File: src/rtl/boot_probe_pkg.sv
package boot_probe_pkg;
  typedef enum logic [2:0] {
    STEP_SER, STEP_EEP, STEP_FCS, STEP_FJOIN, STEP_FSEP, STEP_SDCS
  } step_e;

  typedef enum logic [1:0] {PH_IDLE, PH_SETTLE, PH_GAP, PH_DONE} phase_e;

  localparam int unsigned SRC_W = 5;
  localparam logic [2:0] SRC_SER   = 3'd0;
  localparam logic [2:0] SRC_EEP   = 3'd1;
  localparam logic [2:0] SRC_FLASH = 3'd2;
  localparam logic [2:0] SRC_SD    = 3'd3;
  localparam logic [2:0] SRC_DBG   = 3'd4;
endpackage

File: src/rtl/bp_step_timer.sv
module bp_step_timer #(
  parameter int SETTLE_W = 8,
  parameter int GAP      = 4
) (
  input  logic                clk_i,
  input  logic                rst_ni,
  input  logic                clr_i,
  input  logic                in_settle_i,
  input  logic                in_gap_i,
  input  logic [SETTLE_W-1:0] settle_lim_i,
  output logic                s1_o,
  output logic                s2_o
);
  localparam int GAP_W = $clog2(GAP + 1);
  localparam int CNT_W = (SETTLE_W > GAP_W) ? SETTLE_W : GAP_W;

  logic [CNT_W-1:0] cnt_q;

  assign s1_o = in_settle_i && (cnt_q >= CNT_W'(settle_lim_i));
  assign s2_o = in_gap_i && (cnt_q == CNT_W'(GAP - 1));

  always_ff @(posedge clk_i or negedge rst_ni) begin
    if (!rst_ni)                     cnt_q <= '0;
    else if (clr_i || s1_o || s2_o)  cnt_q <= '0;
    else if (in_settle_i || in_gap_i) cnt_q <= cnt_q + 1'b1;
  end
endmodule

File: src/rtl/bp_pull_confirm.sv
module bp_pull_confirm (
  input  logic clk_i,
  input  logic rst_ni,
  input  logic s1_i,
  input  logic pin_i,
  output logic hit_o
);
  logic first_q;

  always_ff @(posedge clk_i or negedge rst_ni) begin
    if (!rst_ni)   first_q <= 1'b0;
    else if (s1_i) first_q <= pin_i;
  end

  // second sample is the live level at the gap strobe
  assign hit_o = first_q & pin_i;
endmodule

File: src/rtl/bp_pin_drive.sv
module bp_pin_drive #(
  parameter int NUM_PINS = 8,
  parameter int PIN_FCS  = 5
) (
  input  logic                drive_fcs_i,
  output logic [NUM_PINS-1:0] oe_o,
  output logic [NUM_PINS-1:0] do_o
);
  for (genvar i = 0; i < NUM_PINS; i++) begin : g_pin
    if (i == PIN_FCS) begin : g_fcs
      assign oe_o[i] = drive_fcs_i;  // select held low during data probe
    end else begin : g_free
      assign oe_o[i] = 1'b0;
    end
    assign do_o[i] = 1'b0;
  end
endmodule

File: src/rtl/boot_probe_seq.sv
module boot_probe_seq
  import boot_probe_pkg::*;
#(
  parameter int NUM_PINS    = 8,
  parameter int SETTLE_W    = 8,
  parameter int CONFIRM_GAP = 4,
  parameter int PIN_SER     = 7,
  parameter int PIN_CLK     = 6,
  parameter int PIN_FCS     = 5,
  parameter int PIN_DJOIN   = 4,
  parameter int PIN_DSEP    = 3,
  parameter int PIN_SDCS    = 2
) (
  input  logic                clk_i,
  input  logic                rst_ni,
  input  logic                start_i,
  input  logic [SETTLE_W-1:0] settle_i,
  input  logic [NUM_PINS-1:0] pin_i,
  output logic [NUM_PINS-1:0] pin_oe_o,
  output logic [NUM_PINS-1:0] pin_do_o,
  output logic [SRC_W-1:0]    src_o,
  output logic                width4_o,
  output logic                done_o
);
  localparam int PIN_IW = (NUM_PINS > 1) ? $clog2(NUM_PINS) : 1;

  phase_e              phase_q;
  step_e               step_q, nxt_step;
  logic [SETTLE_W-1:0] settle_q;
  logic [SRC_W-1:0]    src_q;
  logic                width_q;
  logic [PIN_IW-1:0]   tgt;
  logic                s1, s2, hit, fin, fin_w, go;
  logic [2:0]          fin_src;

  assign go = (phase_q == PH_IDLE) && start_i;

  always_comb begin
    unique case (step_q)
      STEP_SER:   tgt = PIN_IW'(PIN_SER);
      STEP_EEP:   tgt = PIN_IW'(PIN_CLK);
      STEP_FCS:   tgt = PIN_IW'(PIN_FCS);
      STEP_FJOIN: tgt = PIN_IW'(PIN_DJOIN);
      STEP_FSEP:  tgt = PIN_IW'(PIN_DSEP);
      default:    tgt = PIN_IW'(PIN_SDCS);
    endcase
  end

  bp_step_timer #(.SETTLE_W(SETTLE_W), .GAP(CONFIRM_GAP)) u_timer (
    .clk_i        (clk_i),
    .rst_ni       (rst_ni),
    .clr_i        (go),
    .in_settle_i  (phase_q == PH_SETTLE),
    .in_gap_i     (phase_q == PH_GAP),
    .settle_lim_i (settle_q),
    .s1_o         (s1),
    .s2_o         (s2)
  );

  bp_pull_confirm u_confirm (
    .clk_i  (clk_i),
    .rst_ni (rst_ni),
    .s1_i   (s1),
    .pin_i  (pin_i[tgt]),
    .hit_o  (hit)
  );

  bp_pin_drive #(.NUM_PINS(NUM_PINS), .PIN_FCS(PIN_FCS)) u_drive (
    .drive_fcs_i ((phase_q == PH_SETTLE || phase_q == PH_GAP) &&
                  (step_q == STEP_FJOIN || step_q == STEP_FSEP)),
    .oe_o        (pin_oe_o),
    .do_o        (pin_do_o)
  );

  // step outcome, resolved at the second sample
  always_comb begin
    nxt_step = step_q;
    fin      = 1'b0;
    fin_src  = SRC_DBG;
    fin_w    = 1'b0;
    unique case (step_q)
      STEP_SER:   if (hit) begin fin = 1'b1; fin_src = SRC_SER; end
                  else nxt_step = STEP_EEP;
      STEP_EEP:   if (hit) begin fin = 1'b1; fin_src = SRC_EEP; end
                  else nxt_step = STEP_FCS;
      STEP_FCS:   nxt_step = hit ? STEP_FJOIN : STEP_SDCS;
      STEP_FJOIN: if (hit) begin fin = 1'b1; fin_src = SRC_FLASH; end
                  else nxt_step = STEP_FSEP;
      STEP_FSEP:  if (hit) begin fin = 1'b1; fin_src = SRC_FLASH; fin_w = 1'b1; end
                  else nxt_step = STEP_SDCS;
      STEP_SDCS:  begin fin = 1'b1; fin_src = hit ? SRC_SD : SRC_DBG; end
      default:    fin = 1'b1;
    endcase
  end

  always_ff @(posedge clk_i or negedge rst_ni) begin
    if (!rst_ni) begin
      phase_q  <= PH_IDLE;
      step_q   <= STEP_SER;
      settle_q <= '0;
      src_q    <= '0;
      width_q  <= 1'b0;
    end else begin
      unique case (phase_q)
        PH_IDLE: if (start_i) begin
          phase_q  <= PH_SETTLE;
          step_q   <= STEP_SER;
          settle_q <= settle_i;
        end
        PH_SETTLE: if (s1) phase_q <= PH_GAP;
        PH_GAP: if (s2) begin
          if (fin) begin
            phase_q <= PH_DONE;
            src_q   <= SRC_W'(1) << fin_src;
            width_q <= fin_w;
          end else begin
            step_q  <= nxt_step;
            phase_q <= PH_SETTLE;
          end
        end
        default: ;
      endcase
    end
  end

  assign src_o    = src_q;
  assign width4_o = width_q;
  assign done_o   = (phase_q == PH_DONE);
endmodule

File: config.mk
export PLATFORM = sky130hd
export DESIGN_NAME = boot_probe_seq
export DESIGN_NICKNAME = d
export VERILOG_FILES = /design/src/rtl/boot_probe_pkg.sv /design/src/rtl/bp_step_timer.sv /design/src/rtl/bp_pull_confirm.sv /design/src/rtl/bp_pin_drive.sv /design/src/rtl/boot_probe_seq.sv
export SDC_FILE = /design/constraint.sdc
export NUM_CORES = 1
export LEC_CHECK = 0
export BUFFER_PORTS_ARGS = -buffer_cell sky130_fd_sc_hd__buf_2
export CAP_MARGIN = 5
export CORE_MARGIN = 2
export CORE_UTILIZATION = 35
export CTS_BUF_LIST = sky130_fd_sc_hd__clkbuf_8
export CTS_CLUSTER_DIAMETER = 120
export DETAILED_ROUTE_END_ITERATION = 10
export GPL_ROUTABILITY_DRIVEN = 0
export SLEW_MARGIN = 20
export SYNTH_ARGS = -nofsm -noshare
export SYNTH_HDL_FRONTEND = slang
export SYNTH_HIERARCHICAL = 1
export SYNTH_SLANG_ARGS = --single-unit
File: constraint.sdc
create_clock -name clk_i -period 6.3 [get_ports clk_i]
set_clock_uncertainty 0.05 [all_clocks]
set_input_delay 0.315 -clock clk_i [delete_from_list [all_inputs] [get_ports clk_i]]
set_output_delay 0.315 -clock clk_i [all_outputs]
set_load 0.1 [all_outputs]
# Yosys cells after proc, flatten, opt, wreduce, memory -nomap -nowiden
# Index checks and enable logic that the tools add are counted.
# W data, S select, Z words.
[classes]
n_lt_le_gt_ge = 2
bitwise = 1
n_addsub = 1
multipliers = 0
mux = 28
shift = 1
n_div = 0
n_reduce_logical = 19
n_eq_ne = 18
[op_table]
columns = ["cell", "n"]
rows = [
  ["$mux W3", 12],
  ["$pmux W3 S5", 2],
  ["$mux W8", 2],
  ["$ne A3 B3 Y1 const B", 4],
  ["$pmux W3 S4", 1],
  ["$reduce_and A9 Y1", 1],
  ["$add A8 B1 Y8 const B", 1],
  ["$eq A8 B2 Y1 const B", 1],
  ["$ge A8 B8 Y1", 1],
  ["$mux W2", 4],
  ["$ne A2 B2 Y1 const B", 4],
  ["$eq A3 B2 Y1 const B", 2],
  ["$eq A3 B3 Y1 const B", 2],
  ["$ne A6 B6 Y1 const B", 1],
  ["$pmux W2 S3", 1],
  ["$pmux W3 S2", 1],
  ["$shl A1 B3 Y5 const A", 1],
  ["$eq A2 B2 Y1 const B", 2],
  ["$logic_and A1 B1 Y1", 4],
  ["$logic_or A1 B1 Y1", 4],
  ["$lt A3 B4 Y1 const B", 1],
  ["$reduce_and A4 Y1", 1],
  ["$reduce_bool A2 Y1", 2],
  ["$reduce_or A4 Y1", 1],
  ["other kinds (12)", 14],
]
[word_totals]
in_bits = 19
latch_bits = 0
n_memories = 0
ramBits = 0
regBits = 28
mem_bits_ro = 0
output_inout_bits = 23
elab_cells = 77

# Logic depth before layout (Yosys ltp)
[depth]
word_depth = 10
ltp_mapped = 10
depth_no_buf = 9

# Hierarchy
# The synthesis kept the hierarchy.
[by_module_without_submodules]
columns = ["mod", "instances", "seq_area_each_um2", "area_per_inst_um2", "cells_each"]
rows = [
  ["boot_probe_seq", 1, 475.5, 1083.5, 97],
  ["bp_step_timer", 1, 200.2, 688.2, 68],
  ["bp_pin_drive", 1, 0.0, 123.9, 17],
  ["bp_pull_confirm", 1, 25.0, 46.3, 3],
]

# Worst setup path after synthesis
# Ideal clock, no wire load.
[synth_path]
path_type = "register -> register"
start = "reg phase_q[0]"
end = "reg phase_q[1]"
path_stages_with_launch = 9
slack_ps = 3782
synth_period_minus_slack_ps = 2518
setup_ps = 121
n_path_buf = 1
arrival_time_ps = 2347
t_required_ps = 6129
path_cell_list = "dfrtp_1 inv_1 ha_1 nor4b_1 and2_1 buf_2 nor2b_4 or4_4 a22o_1"
[synth_via]
elab_chain_cells = 4
elab_cells_between_ends = 11
cone_classes = "eq/ne (5); mux (1); reduce/logical (5)"
[synth_lines]
columns = ["item", "line", "rtl"]
rows = [
  ["from (decl)", "boot_probe_seq.sv:27", "phase_e phase_q;"],
  ["from (signal assigned)", "boot_probe_seq.sv:98", "phase_q <= PH_IDLE;"],
  ["from (signal assigned)", "boot_probe_seq.sv:106", "phase_q <= PH_SETTLE;"],
  ["from (signal assigned)", "boot_probe_seq.sv:110", "PH_SETTLE: if (s1) phase_q <= PH_GAP;"],
  ["$eq A2 B2 Y1", "boot_probe_seq.sv:54", ".in_gap_i (phase_q == PH_GAP),"],
  ["$logic_and A1 B1 Y1", "bp_step_timer.sv:20", "assign s2_o = in_gap_i && (cnt_q == CNT_W'(GAP - 1));"],
  ["via s2", "boot_probe_seq.sv:33", "logic s1, s2, hit, fin, fin_w, go;"],
  ["$ne A2 B2 Y1 (no line)", "--", ""],
  ["$reduce_and A4 Y1 (no line)", "--", ""],
]
# The timed path passes the listed nets, and every way through them passes these cells.
# A chain may end at the register's enable or synchronous reset.

# Worst setup path after layout
[layout_path]
start = "reg phase_q[0]"
end = "reg src_q[0], in the netlist src_o[0]"
[layout_via]
elab_chain_cells = 3
[layout_lines]
columns = ["item", "line", "rtl"]
rows = [
  ["$eq A2 B2 Y1", "boot_probe_seq.sv:54", ""],
  ["$logic_and A1 B1 Y1", "bp_step_timer.sv:20", ""],
  ["via s2", "boot_probe_seq.sv:33", ""],
  ["$reduce_and A3 Y1 (no line)", "--", ""],
  ["to (signal assigned)", "boot_probe_seq.sv:114", "src_q <= SRC_W'(1) << fin_src;"],
  ["to (decl)", "boot_probe_seq.sv:30", "logic [SRC_W-1:0] src_q;"],
]
# The timed path passes the listed nets, and every way through them passes these cells.

==> reports/metrics.csv <==
stage,metric,value,unit
outcome,status,"complete, but fails checks",
outcome,failing checks,hold timing,
sta,crit share post-route,48.1,%
setup_path,Worst Path Max Fanout,12,
die,Die Ht,78.5,um
worst_hold_path,class of the worst hold path,input pin to asynchronous set/reset pin,
setup_path,largest stage delay on the critical path,0.55,ns
global_routing,GRT Residual Overflow,0,
power,Peak VDD IR,145,uV
cells_and_area,synth-to-layout area growth,7.67,%
die,Die Width,78.5,um
power,internal power,390,uW
clock_tree,Clock Path Buffers,2,
clock_tree,H-tree lvl count,1,
clock_tree,CTS Root Cell,clkbuf_8,
clock_tree,TritonCTS buffer count,3,
placed_design,port bufs,24,
sta,hold_ws,-0.00300,ns
setup_path,Buf/Inv on CP,1,
clock_tree,"Clk pin slew, worst setup/hold paths",0.10,ns
routing,final WL,3410,um
sta,Max Clk Rate,0.330,GHz
power,total power per unit cell area,323,nW/um^2
logic_synthesis,number of synthesized flops with an enable pin,0,
logic_synthesis,main flop type after synthesis,dfrtp_1,
power,sw frac,42.3,%
clock_tree,CTS tree,yes,
clock_tree,postcts setup bufs,0,
clock_tree,hold-fix buffer count after cts,0,
routing,vias,1326,
logic_synthesis,asr flop ratio synth,100,%
sta,min Tclk post-route,3.03,ns
logic_synthesis,synthesis-stage register bit count,28,
power,Net Sw Power,286,uW
power,register share of total power,39.0,%
routing,drt wl/cell,12.4,um
die,placeable core area,5440,um^2
die,Initial Utilization,35.7,%
die,IO Count,42,
routing,drt pass-1 iters,4,
global_routing,initial antenna violation count,0,
setup_path,crit path kind,flop to flop,
logic_synthesis,Synth top cells by count,"dfrtp_1, buf_4, ha_1, inv_1",
routing,Post-Route M1 WL,1760,um
global_routing,first-pass GRT wire length,6000,um
sta,worst slew pin tran,0.630,ns
logic_synthesis,synthesized area per cell,10.5,um^2
routing,Starting DRT DRC Count,52,
routing,met2 wire len,1470,um
power,Clock Power Share,14.6,%
logic_synthesis,Synth cell types,48,
sta,RSZ-0062 raised after global routing,false,
sta,Final Setup Violations,0,
logic_synthesis,Synth area leaders,"dfrtp_1, ha_1, buf_4",
placed_design,dpl hpwl,2510,um
cells_and_area,final non-filler cell total,276,
die,Die Footprint,6160,um^2
routing,Routed met3 length,117,um
flow_run,max cap viols,0,
sta,Setup Total Neg Slack,0,ns
clock_tree,post-CTS sizing,0,
logic_synthesis,Syn Std Cell Area,1940,um^2
routing,DRC violation count after routing,0,
routing,Vias/cell,4.80,
cells_and_area,share of layout cells above drive strength 1,24.5,%
global_routing,largest net degree at the start of global routing,29,
power,Logic pwr share,46.4,%
logic_synthesis,"Seq/Total Area, Yosys",36.1,%
logic_synthesis,Syn Inst Count,185,
global_routing,vias in the first global route,1258,
routing,Detail Route Antenna Nets,0,
power,Total Power,676,uW
cells_and_area,Fillers,533,
clock_tree,CTS sink count,28,
die,row cnt,27,
power,standby leakage power,1.03,nW
setup_path,CP Launch Type,flop,
cells_and_area,Final nets,240,
setup_path,"Largest delay share family, worst path",simple AND/OR/NAND/NOR gates,
setup_path,crit end category,flop,
sta,final hold viol count,8,
logic_synthesis,share of the synthesized area in the top cell type,36.1,%
cells_and_area,Diodes inserted,0,
routing,Max Used Layer,met4,
logic_synthesis,cell taking the most area after synthesis,dfrtp_1,
clock_tree,worst skew pair latency,0.28,ns
logic_synthesis,most common cell in the netlist,dfrtp_1,
cells_and_area,"Core Util, Final",38.4,%
sta,normalized max-slew margin,58.0,%
setup_path,Worst EP arrival,3.14,ns
setup_path,crit-path cells,"inv_1, ha_1, nor4b_1, and2_1, o311ai_2, nor2_2, mux2_1",
setup_path,Critical Path RT,6.42,ns
global_routing,gr usage total,12.1,%
placed_design,placed cells,273,
sta,pins over their slew limit,0,
logic_synthesis,synth warn,6,
setup_path,"Slowest-stage cell, CP",and2_1,
## sequential cells by signal (all words and copies together) (netlist names)
signal,count
width4_o,1
u_confirm/first_q,1
src_o,5
phase_q,2
u_timer/cnt_q,8
step_q,3
settle_q,8
## worst reg2reg max path: cells and delay by family, from the launching register on
family	cells	cell delay [ns]
muxes	1	0.36
AOI/OAI and AO/OA	1	0.32
buffers and inverters	1	0.11
and+or+nand+nor	3	1.18
adders and majority gates	1	0.44
DFF	1	0.46
## power by group through the flow
stage / registers, mW / logic, mW / clock network (mW)
after floorplan: 0.259 / 0.271 / 0
after global routing: 0.272 / 0.355 / 0.109
after CTS: 0.264 / 0.318 / 0.103
final: 0.264 / 0.314 / 0.0987
after detailed placement: 0.268 / 0.314 / 0
after global placement: 0.266 / 0.311 / 0
## layout by cell type, fill, tap and decap left out, types with 4 or more instances in the layout
master    count
nor4_2        5
conb_1       15
mux2i_1       4
nand2b_1      4
inv_1        15
nand3_1       5
mux2_2        8
nand2_1       7
o21ai_0       8
buf_2        24
ha_1         15
nor2b_1       4
a22o_1        4
xor2_1        6
dfrtp_1      28
nor2_1        7
## layout make-up
| class | count | area [um^2] | share of cell area, % |
|---|---|---|---|
| inverters | 15 | 56.3 | 2.69 |
| multi-input cells | 134 | 1080 | 51.8 |
| repair buffers | 24 | 120 | 5.75 |
| clock buffers | 3 | 41.3 | 1.97 |
| well taps | 72 | 90.1 | 4.31 |
| flip-flops and latches | 28 | 701 | 33.5 |
## through the flow
stage          setup WS [ns]  instance area (um^2)
2_1_floorplan           3.78                  1990
3_3_place_gp            3.32                  2050
3_5_place_dp            3.27                  2050
4_1_cts                 3.24                  2090
5_1_grt                 2.93                  2090
6_report                3.27                  2090
## layer usage
| layer | vias to the layer above | track usage [%] |
|---|---|---|
| met1 | 631 | 17.8 |
| li1 | 663 | - |
| met4 | 0 | 4.56 |
| met3 | 5 | 1.72 |
| met2 | 27 | 17.8 |
| met5 | - | 0 |
## kinds of logic after synthesis
group | after synthesis | synth area share [%]
AOI/OAI and AO/OA | 32 | 12.8
xor gates and xnor gates | 6 | 2.71
adders and majority gates | 15 | 9.66
buffers and inverters | 37 | 10.9
DFF | 28 | 36.1
muxes | 17 | 10.4
other | 1 | 0.193
and+or+nand+nor | 49 | 17.3
## final timing paths
path | from | endpoint | slack (ns) | cells past startpoint
min reg2reg | src_o[4]$_DFFE_PN0P_ | src_o[4]$_DFFE_PN0P_ | 0.45 | 1
max reg2reg | phase_q[0]$_DFFE_PN0P_ | src_o[0]$_DFFE_PN0P_ | 3.27 | 7
min in group clk_i | settle_i[7] | settle_q[7]$_DFFE_PN0P_ | 0.21 | 2
min | rst_ni | u_confirm/first_q$_DFFE_PN0P_ | -0.003 | 1
max | phase_q[0]$_DFFE_PN0P_ | src_o[0]$_DFFE_PN0P_ | 3.27 | 7
max in group asynchronous | rst_ni | settle_q[1]$_DFFE_PN0P_ | 5.79 | 1
(Power assumes the default switching activity.)
